**src/rtl/alu8_pkg.sv**
```systemverilog
package alu8_pkg;

  localparam int STAT_W = 8;

  localparam int FL_C = 0;
  localparam int FL_Z = 1;
  localparam int FL_N = 2;
  localparam int FL_V = 3;
  localparam int FL_S = 4;
  localparam int FL_H = 5;
  localparam int FL_T = 6;
  localparam int FL_I = 7;

  typedef enum logic [2:0] {
    OP_ADD = 3'd0,
    OP_ADC = 3'd1,
    OP_SUB = 3'd2,
    OP_SBC = 3'd3,
    OP_CMP = 3'd4,
    OP_CMC = 3'd5,
    OP_CMI = 3'd6,
    OP_NEG = 3'd7
  } alu_op_e;

endpackage

```
**src/rtl/alu8_opnd_sel.sv**
```systemverilog
// Chooses the adder inputs, carry-in, equation family and write-enable.
module alu8_opnd_sel #(
  parameter int DATA_W = 8
) (
  input  alu8_pkg::alu_op_e  op,
  input  logic [DATA_W-1:0]  dst,
  input  logic [DATA_W-1:0]  src,
  input  logic               c_flag,
  output logic [DATA_W-1:0]  minu,     // first adder input / flag operand d
  output logic [DATA_W-1:0]  subt,     // flag operand r (not inverted)
  output logic [DATA_W-1:0]  addend,   // second adder input
  output logic               cin,
  output logic               is_sub,
  output logic               wr_en
);
  import alu8_pkg::*;

  always_comb begin
    minu   = dst;
    subt   = src;
    cin    = 1'b0;
    is_sub = 1'b0;
    wr_en  = 1'b1;
    unique case (op)
      OP_ADD: cin = 1'b0;
      OP_ADC: cin = c_flag;
      OP_SUB: begin is_sub = 1'b1; cin = 1'b1; end
      OP_SBC: begin is_sub = 1'b1; cin = ~c_flag; end
      OP_CMP: begin is_sub = 1'b1; cin = 1'b1;    wr_en = 1'b0; end
      OP_CMC: begin is_sub = 1'b1; cin = ~c_flag; wr_en = 1'b0; end
      OP_CMI: begin is_sub = 1'b1; cin = 1'b1;    wr_en = 1'b0; end
      OP_NEG: begin
        is_sub = 1'b1;
        cin    = 1'b1;
        minu   = '0;
        subt   = dst;
      end
      default: cin = 1'b0;
    endcase
    addend = is_sub ? ~subt : subt;
  end

endmodule

```
**src/rtl/alu8_ripple_add.sv**
```systemverilog
// Plain ripple-carry adder, one full-adder cell per bit.
module alu8_ripple_add #(
  parameter int DATA_W = 8
) (
  input  logic [DATA_W-1:0] a,
  input  logic [DATA_W-1:0] b,
  input  logic              cin,
  output logic [DATA_W-1:0] sum
);
  logic [DATA_W:0] cy;

  assign cy[0] = cin;

  for (genvar i = 0; i < DATA_W; i++) begin : g_cell
    assign sum[i]  = a[i] ^ b[i] ^ cy[i];
    assign cy[i+1] = (a[i] & b[i]) | (a[i] & cy[i]) | (b[i] & cy[i]);
  end

endmodule

```
**src/rtl/alu8_flag_eval.sv**
```systemverilog
// Status bits from operand and result bits.
module alu8_flag_eval #(
  parameter int DATA_W   = 8,
  parameter int HALF_BIT = 3
) (
  input  logic [DATA_W-1:0]          d_op,
  input  logic [DATA_W-1:0]          r_op,
  input  logic [DATA_W-1:0]          res,
  input  logic                       is_sub,
  input  logic [alu8_pkg::STAT_W-1:0] st_in,
  output logic [alu8_pkg::STAT_W-1:0] st_out
);
  import alu8_pkg::*;

  localparam int MSB = DATA_W - 1;

  function automatic logic carry_add(input logic d, input logic r, input logic x);
    return (d & r) | (r & ~x) | (~x & d);
  endfunction

  function automatic logic carry_sub(input logic d, input logic r, input logic x);
    return (~d & r) | (r & x) | (x & ~d);
  endfunction

  logic c_f, h_f, v_f, n_f, z_f, s_f;

  always_comb begin
    if (is_sub) begin
      c_f = carry_sub(d_op[MSB], r_op[MSB], res[MSB]);
      h_f = carry_sub(d_op[HALF_BIT], r_op[HALF_BIT], res[HALF_BIT]);
      v_f = (d_op[MSB] & ~r_op[MSB] & ~res[MSB]) | (~d_op[MSB] & r_op[MSB] & res[MSB]);
    end else begin
      c_f = carry_add(d_op[MSB], r_op[MSB], res[MSB]);
      h_f = carry_add(d_op[HALF_BIT], r_op[HALF_BIT], res[HALF_BIT]);
      v_f = (d_op[MSB] & r_op[MSB] & ~res[MSB]) | (~d_op[MSB] & ~r_op[MSB] & res[MSB]);
    end
    n_f = res[MSB];
    z_f = ~|res;
    s_f = n_f ^ v_f;

    st_out       = st_in;
    st_out[FL_C] = c_f;
    st_out[FL_Z] = z_f;
    st_out[FL_N] = n_f;
    st_out[FL_V] = v_f;
    st_out[FL_S] = s_f;
    st_out[FL_H] = h_f;
  end

endmodule

```
**src/rtl/alu8_core.sv**
```systemverilog
module alu8_core #(
  parameter int DATA_W   = 8,
  parameter int HALF_BIT = 3
) (
  input  logic [2:0]        op_code,
  input  logic [DATA_W-1:0] dst_opnd,
  input  logic [DATA_W-1:0] src_opnd,
  input  logic [7:0]        flags_in,
  output logic [DATA_W-1:0] result,
  output logic              wr_en,
  output logic [7:0]        flags_out
);
  import alu8_pkg::*;

  alu_op_e           op;
  logic [DATA_W-1:0] d_op, r_op, b_op, sum;
  logic              cin, is_sub;

  assign op = alu_op_e'(op_code);

  alu8_opnd_sel #(.DATA_W(DATA_W)) sel_i (
    .op     (op),
    .dst    (dst_opnd),
    .src    (src_opnd),
    .c_flag (flags_in[FL_C]),
    .minu   (d_op),
    .subt   (r_op),
    .addend (b_op),
    .cin    (cin),
    .is_sub (is_sub),
    .wr_en  (wr_en)
  );

  alu8_ripple_add #(.DATA_W(DATA_W)) add_i (
    .a   (d_op),
    .b   (b_op),
    .cin (cin),
    .sum (sum)
  );

  alu8_flag_eval #(.DATA_W(DATA_W), .HALF_BIT(HALF_BIT)) flg_i (
    .d_op   (d_op),
    .r_op   (r_op),
    .res    (sum),
    .is_sub (is_sub),
    .st_in  (flags_in),
    .st_out (flags_out)
  );

  assign result = sum;

endmodule

```
**config.mk**
```make
export PLATFORM = sky130hd
export DESIGN_NAME = alu8_core
export DESIGN_NICKNAME = d
export VERILOG_FILES = /design/src/rtl/alu8_pkg.sv /design/src/rtl/alu8_opnd_sel.sv /design/src/rtl/alu8_ripple_add.sv /design/src/rtl/alu8_flag_eval.sv /design/src/rtl/alu8_core.sv
export SDC_FILE = /design/constraint.sdc
export NUM_CORES = 1
export LEC_CHECK = 0
export BUFFER_PORTS_ARGS = -buffer_cell sky130_fd_sc_hd__buf_2
export CAP_MARGIN = 20
export CORE_MARGIN = 3
export CORE_UTILIZATION = 52
export DETAILED_ROUTE_END_ITERATION = 7
export PLACE_DENSITY = 0.95
export RECOVER_POWER = 100
export SLEW_MARGIN = 20
export SYNTH_ARGS = -nofsm -noshare
export SYNTH_HDL_FRONTEND = slang
export SYNTH_SLANG_ARGS = --single-unit
```
**constraint.sdc**
```tcl
create_clock -name vclk -period 6.2
set_input_delay 0.31 -clock vclk [all_inputs]
set_output_delay 0.31 -clock vclk [all_outputs]
set_load 0.1 [all_outputs]
```
==> reports/metrics.cfg, run 1 <==
[power]
clkPwrFrac_pct = 0
netSwitchingFraction_pct = 83.0
power.switching_uw = 242
power_uw = 292
p_seq_share_pct = 0
p_int_uw = 49.7
power_density_nw_per_um2 = 321
p_leak_nw = 0.436
combPwrFrac_pct = 100.0
irDropWorstVdd_v = 0.000141

[cts]
cts_setup_buffers = 0
cts_resized = 0
hold_buffers = 0

[worst_setup_path]
crit_family = adder cells
cpMostUsedCell = fa_1
path_cells = buf_2, nand2_2, nand2_1, nand3_1, o21ai_1, fa_1, inv_1, fa_1, fa_1, inv_1, fa_1, inv_1, fa_1, fa_1, fa_1, xnor2_1, xnor2_1, clkbuf_1
cp_data_required_time_ns = 5.89
path_class = in2out
slowest_stage = clkbuf_1
arrival_ns = 5.10
cp.buffers_inverters = 5
cp-end-kind = primary output
path_depth = 18
slowest_delay_ns = 0.89
start_kind = input port
cp_max_fo = 24

[layout]
nFillCells = 137
seq_area_um2 = 0
syn2layout_area_growth_pct = 7.24
final_nets = 175
num-clock-buffers = 0
design.seq.count = 0
drive_gt1_share_pct = 22.3
multi_input_area_um2 = 682
diodes = 0

[detailed_routing]
avgViaCountPerCell = 5.55
num_vias = 854
wl_um = 1940
drcViolationCount = 0
drtPass1Iterations = 4
wl_per_cell_um = 12.6
ant_nets = 0
drt_iter0_markers = 15

[die]
core_region_area_um2 = 1420
ios = 44
dieArea_um2 = 2150
fp-row-count = 13
die_y_um = 46.4
die_x_um = 46.4
initial_core_util_pct = 59.9

[sta]
setup_tns_ns = 0
fin_crit_ns = 5.41
drv_slew = 0
final.period_utilization_pct = 87.3
rsz0062_at_grt = false
hold_violations = 0
tightest_slew_ns = 1.18
max-slew-margin-rel_pct = 21.5
fmax_mhz = 185
setup_violations = 0

[synthesis]
synth_warnings = 0
yosysSeqAreaShare_pct = 0
netlist_instances = 120
syn-num-nets = 154
avgSynthCellArea_um2 = 7.06
synthesis.area_um2 = 847
synth.distinct_cells = 34

[grt]
grt_pass1_wl_um = 3310
grt.met2_usage_pct = 39.0
antenna_found_initial = 0
overflow = 0
use_met1_pct = 24.3
grt_pass1_vias = 815
grt_usage_pct = 20.0
grt.busiest_layer = met2
grt_start_max_net_pins = 31
met3_usage_pct = 0.781

[run]
cap_violations = 0

[placement]
gp_congestion = 0.754
io_buffers = 35
dpl.hpwl_um = 1550

[outcome]
status = finished clean

[min_path]
hold_path.class = in2out
hold_path_depth = 0

-- through the flow --
stage | instance area (µm²) | setup slack (ns) | utilization (%) | instances | hold slack [ns]
detailed placement | 925 | 1.09 | 65.3 | 154 | 0.621
finish | 908 | 0.790 | 64.2 | 154 | 0.620
global placement | 925 | 1.16 | 65.3 | 154 | 0.621
global route | 908 | 0.473 | 64.2 | 154 | 0.620
floorplan | 847 | 0.0574 | - | 120 | 0.832
CTS | 925 | 1.08 | 65.3 | 154 | 0.621
-- layer usage --
metal  vias up  part of all wire, %  wire length (µm)
li1        436                    -                 -
met1       398                   42               821
met2        18                   52              1020
met3         2                  4.9                94
met4         0                 0.10                 2
met5         -                    0                 0
-- placed cells by master, fill, tap and decap left out, drive strengths merged --
cell | synthesis | final
nand3 | 6 | 6
nor4 | 1 | 1
nor2b | 2 | 2
inv | 11 | 11
o311ai | 1 | 1
a211oi | 1 | 1
a21bo | 1 | 1
nand4 | 1 | 1
fa | 7 | 7
buf | 17 | 23
nor3 | 2 | 2
a21oi | 9 | 9
a2111oi | 2 | 2
mux2 | 1 | 1
a31o | 1 | 1
o211ai | 1 | 1
and2 | 2 | 2
xnor2 | 10 | 10
o21ai | 5 | 5
a31oi | 1 | 1
clkbuf | 0 | 13
mux2i | 6 | 6
nand2 | 15 | 15
a211o | 1 | 1
a221oi | 2 | 2
a221o | 1 | 1
nor2 | 13 | 13
-- power groups by stage --
stage | registers (mW) | clock network, mW | logic, mW
detailed placement | 0 | 0 | 0.298
finish | 0 | 0 | 0.292
CTS | 0 | 0 | 0.298
floorplan | 0 | 0 | 0.273
global placement | 0 | 0 | 0.293
global route | 0 | 0 | 0.307
-- synthesized netlist by cell type (2+ instances only) --
cell type / number / area share (%)
xnor2_1: 10 / 10
buf_2: 6 / 3.5
nor2_1: 13 / 5.8
inv_1: 9 / 4.0
buf_6: 3 / 4.0
nand3_1: 6 / 3.5
nor3_1: 2 / 1.2
and2_1: 2 / 1.5
a21oi_1: 9 / 5.3
buf_4: 8 / 7.1
o21ai_1: 3 / 1.8
mux2i_1: 6 / 7.1
o21ai_0: 2 / 1.2
inv_2: 2 / 0.89
fa_1: 7 / 17
nand2_1: 14 / 6.2
-- kinds of logic (layout without fill, tap and decap cells) --
kind of cell / Yosys count / in the layout / synth area share [%]
AND/OR/NAND/NOR: 42 / 42 / 22.7
buffers and inverters: 28 / 47 / 19.5
AO/OA/AOI/OAI: 26 / 26 / 22.5
XOR/XNOR: 10 / 10 / 10.3
adder cells (fa/ha/maj): 7 / 7 / 16.5
multiplexers: 7 / 7 / 8.42
-- final timing paths --
path         from           end  slack (ns)
max    op_code[1]     result[7]        0.79
min   flags_in[7]  flags_out[7]        0.62
-- cell type report --
| class | instances | share of cell area [%] |
|---|---|---|
| Inverter | 11 | 4.55 |
| Tap cell | 15 | 2.07 |
| Timing Repair Buffer | 36 | 18.3 |
| Multi-Input combinational cell | 92 | 75.1 |
Note: power is estimated with default switching activity, not from simulation.
==> run 2, diff against run 1 <==
--- a/config.mk
+++ b/config.mk
@@ -11,7 +11,6 @@
 export CORE_UTILIZATION = 52
 export DETAILED_ROUTE_END_ITERATION = 7
 export PLACE_DENSITY = 0.95
-export RECOVER_POWER = 100
 export SLEW_MARGIN = 20
 export SYNTH_ARGS = -nofsm -noshare
 export SYNTH_HDL_FRONTEND = slang
==> reports/metrics.cfg, run 2 (same netlist as run 1, synthesis figures left out) <==
[outcome]
status = finished clean

[worst_setup_path]
crit_family = adder cells
path_class = in2out
cp_max_fo = 24  ; unchanged
slowest_stage = fa_1
cpMostUsedCell = fa_1
path_depth = 20  ; +2
cp.buffers_inverters = 5  ; unchanged
cp_data_required_time_ns = 5.89  ; about the same
arrival_ns = 4.80  ; -0.30 ns
slowest_delay_ns = 0.56  ; -0.33 ns
path_cells = buf_2, nand2_2, nand2_1, nand3_1, o21ai_1, fa_1, inv_1, fa_1, fa_1, inv_1, fa_1, inv_1, fa_1, fa_1, fa_1, nor2b_4, nor2_1, a221oi_1, a221o_1, buf_2
cp-end-kind = primary output
start_kind = input port
critPathCapture = flags_out[0]
crit_start = op_code[1]

[grt]
grt_start_max_net_pins = 31  ; unchanged
overflow = 0  ; unchanged
antenna_found_initial = 0  ; unchanged
grt_usage_pct = 20.0  ; unchanged
grt_pass1_wl_um = 3310  ; unchanged
grt_pass1_vias = 815  ; unchanged

[sta]
drv_slew = 0  ; unchanged
fin_crit_ns = 5.11  ; -0.301 ns
fmax_mhz = 196  ; +5.9%
setup_tns_ns = 0  ; unchanged
tightest_slew_ns = 0.492  ; -0.691 ns
final.period_utilization_pct = 82.4  ; -4.9 points
fin_hold_ws_ns = 0.620  ; unchanged
setup_violations = 0  ; unchanged
hold_violations = 0  ; unchanged
max-slew-margin-rel_pct = 67.2  ; +46 points
setup_ws_ns = 1.09  ; +0.301 ns
rsz0062_at_grt = false

[die]
initial_core_util_pct = 59.9  ; unchanged
ios = 44  ; unchanged
die_x_um = 46.4  ; unchanged
die_y_um = 46.4  ; unchanged
dieArea_um2 = 2150  ; unchanged
fp-row-count = 13  ; unchanged
core_region_area_um2 = 1420  ; unchanged

[detailed_routing]
num_vias = 865  ; +1.3%
wl_met3_um = 95  ; +1.1%
avgViaCountPerCell = 5.62  ; +1.3%
wl_met1_um = 804  ; -2.1%
wl_um = 1920  ; -0.83%
drtPass1Iterations = 4  ; unchanged
wl_per_cell_um = 12.5  ; -0.83%
wl_met2_um = 1020  ; about the same
drcViolationCount = 0  ; unchanged
routed.top_layer = met4
ant_nets = 0  ; unchanged
drt_iter0_markers = 13  ; -2

[cts]
hold_buffers = 0  ; unchanged
cts_setup_buffers = 0  ; unchanged
cts_resized = 0  ; unchanged

[layout]
num-clock-buffers = 0  ; unchanged
syn2layout_area_growth_pct = 9.16
layout_commonest_cell = buf_2
stdcell_count = 154  ; unchanged
drive_gt1_share_pct = 31.7  ; +9.4 points
seq_area_um2 = 0  ; unchanged
design.seq.count = 0  ; unchanged
diodes = 0  ; unchanged
layout_common_cells = buf_2, nand2_1, nor2_1
final_nets = 175  ; unchanged

[placement]
dpl.hpwl_um = 1550  ; unchanged
io_buffers = 35  ; unchanged
dp.cells = 154  ; unchanged
gp_congestion = 0.754  ; unchanged
pre_cts_ws_ns = 1.09  ; unchanged

[power]
irDropWorstVdd_v = 0.000149  ; +6.2%
p_leak_nw = 0.474  ; +8.7%
power_density_nw_per_um2 = 321  ; -0.12%

[run]
cap_violations = 0  ; unchanged

[min_path]
hold_path.class = in2out

## run 2: area by class of cell
| type | count | area (µm²) |
|---|---|---|
| fill | 128 | 490 |
| timing repair buffer | 36 | 183 |
| inverter | 11 | 41.3 |
| tap | 15 | 18.8 |
| multi-input combinational | 92 | 682 |
## run 2: power breakdown
group          switching, mW  total [mW]  internal [mW]
sequential                 0           0              0
combinational          0.241       0.297         0.0557
clock                      0           0              0
total                  0.241       0.297         0.0557
## run 2: worst min path at each step
stage,to,start,cells after the start
detailed placement,flags_out[7],flags_in[7],0
floorplan,flags_out[6],flags_in[6],1
finish,flags_out[7],flags_in[7],0
global placement,flags_out[7],flags_in[7],0
global route,flags_out[7],flags_in[7],0
CTS,flags_out[7],flags_in[7],0
## run 2: routing by layer
layer,vias up,global-route usage (%)
met1,408,24.3
met4,0,2.27
met5,-,0
li1,435,-
met3,2,0.781
met2,20,39.0
## run 2: through the flow
stage                     power, mW  instance area (µm²)  utilization, %
final                         0.297                  925            65.3
after global routing          0.312                  925            65.3
after CTS                     0.298                  925            65.3
after detailed placement      0.298                  925            65.3
after global placement        0.293                  925            65.3
after floorplan               0.273                  847               -
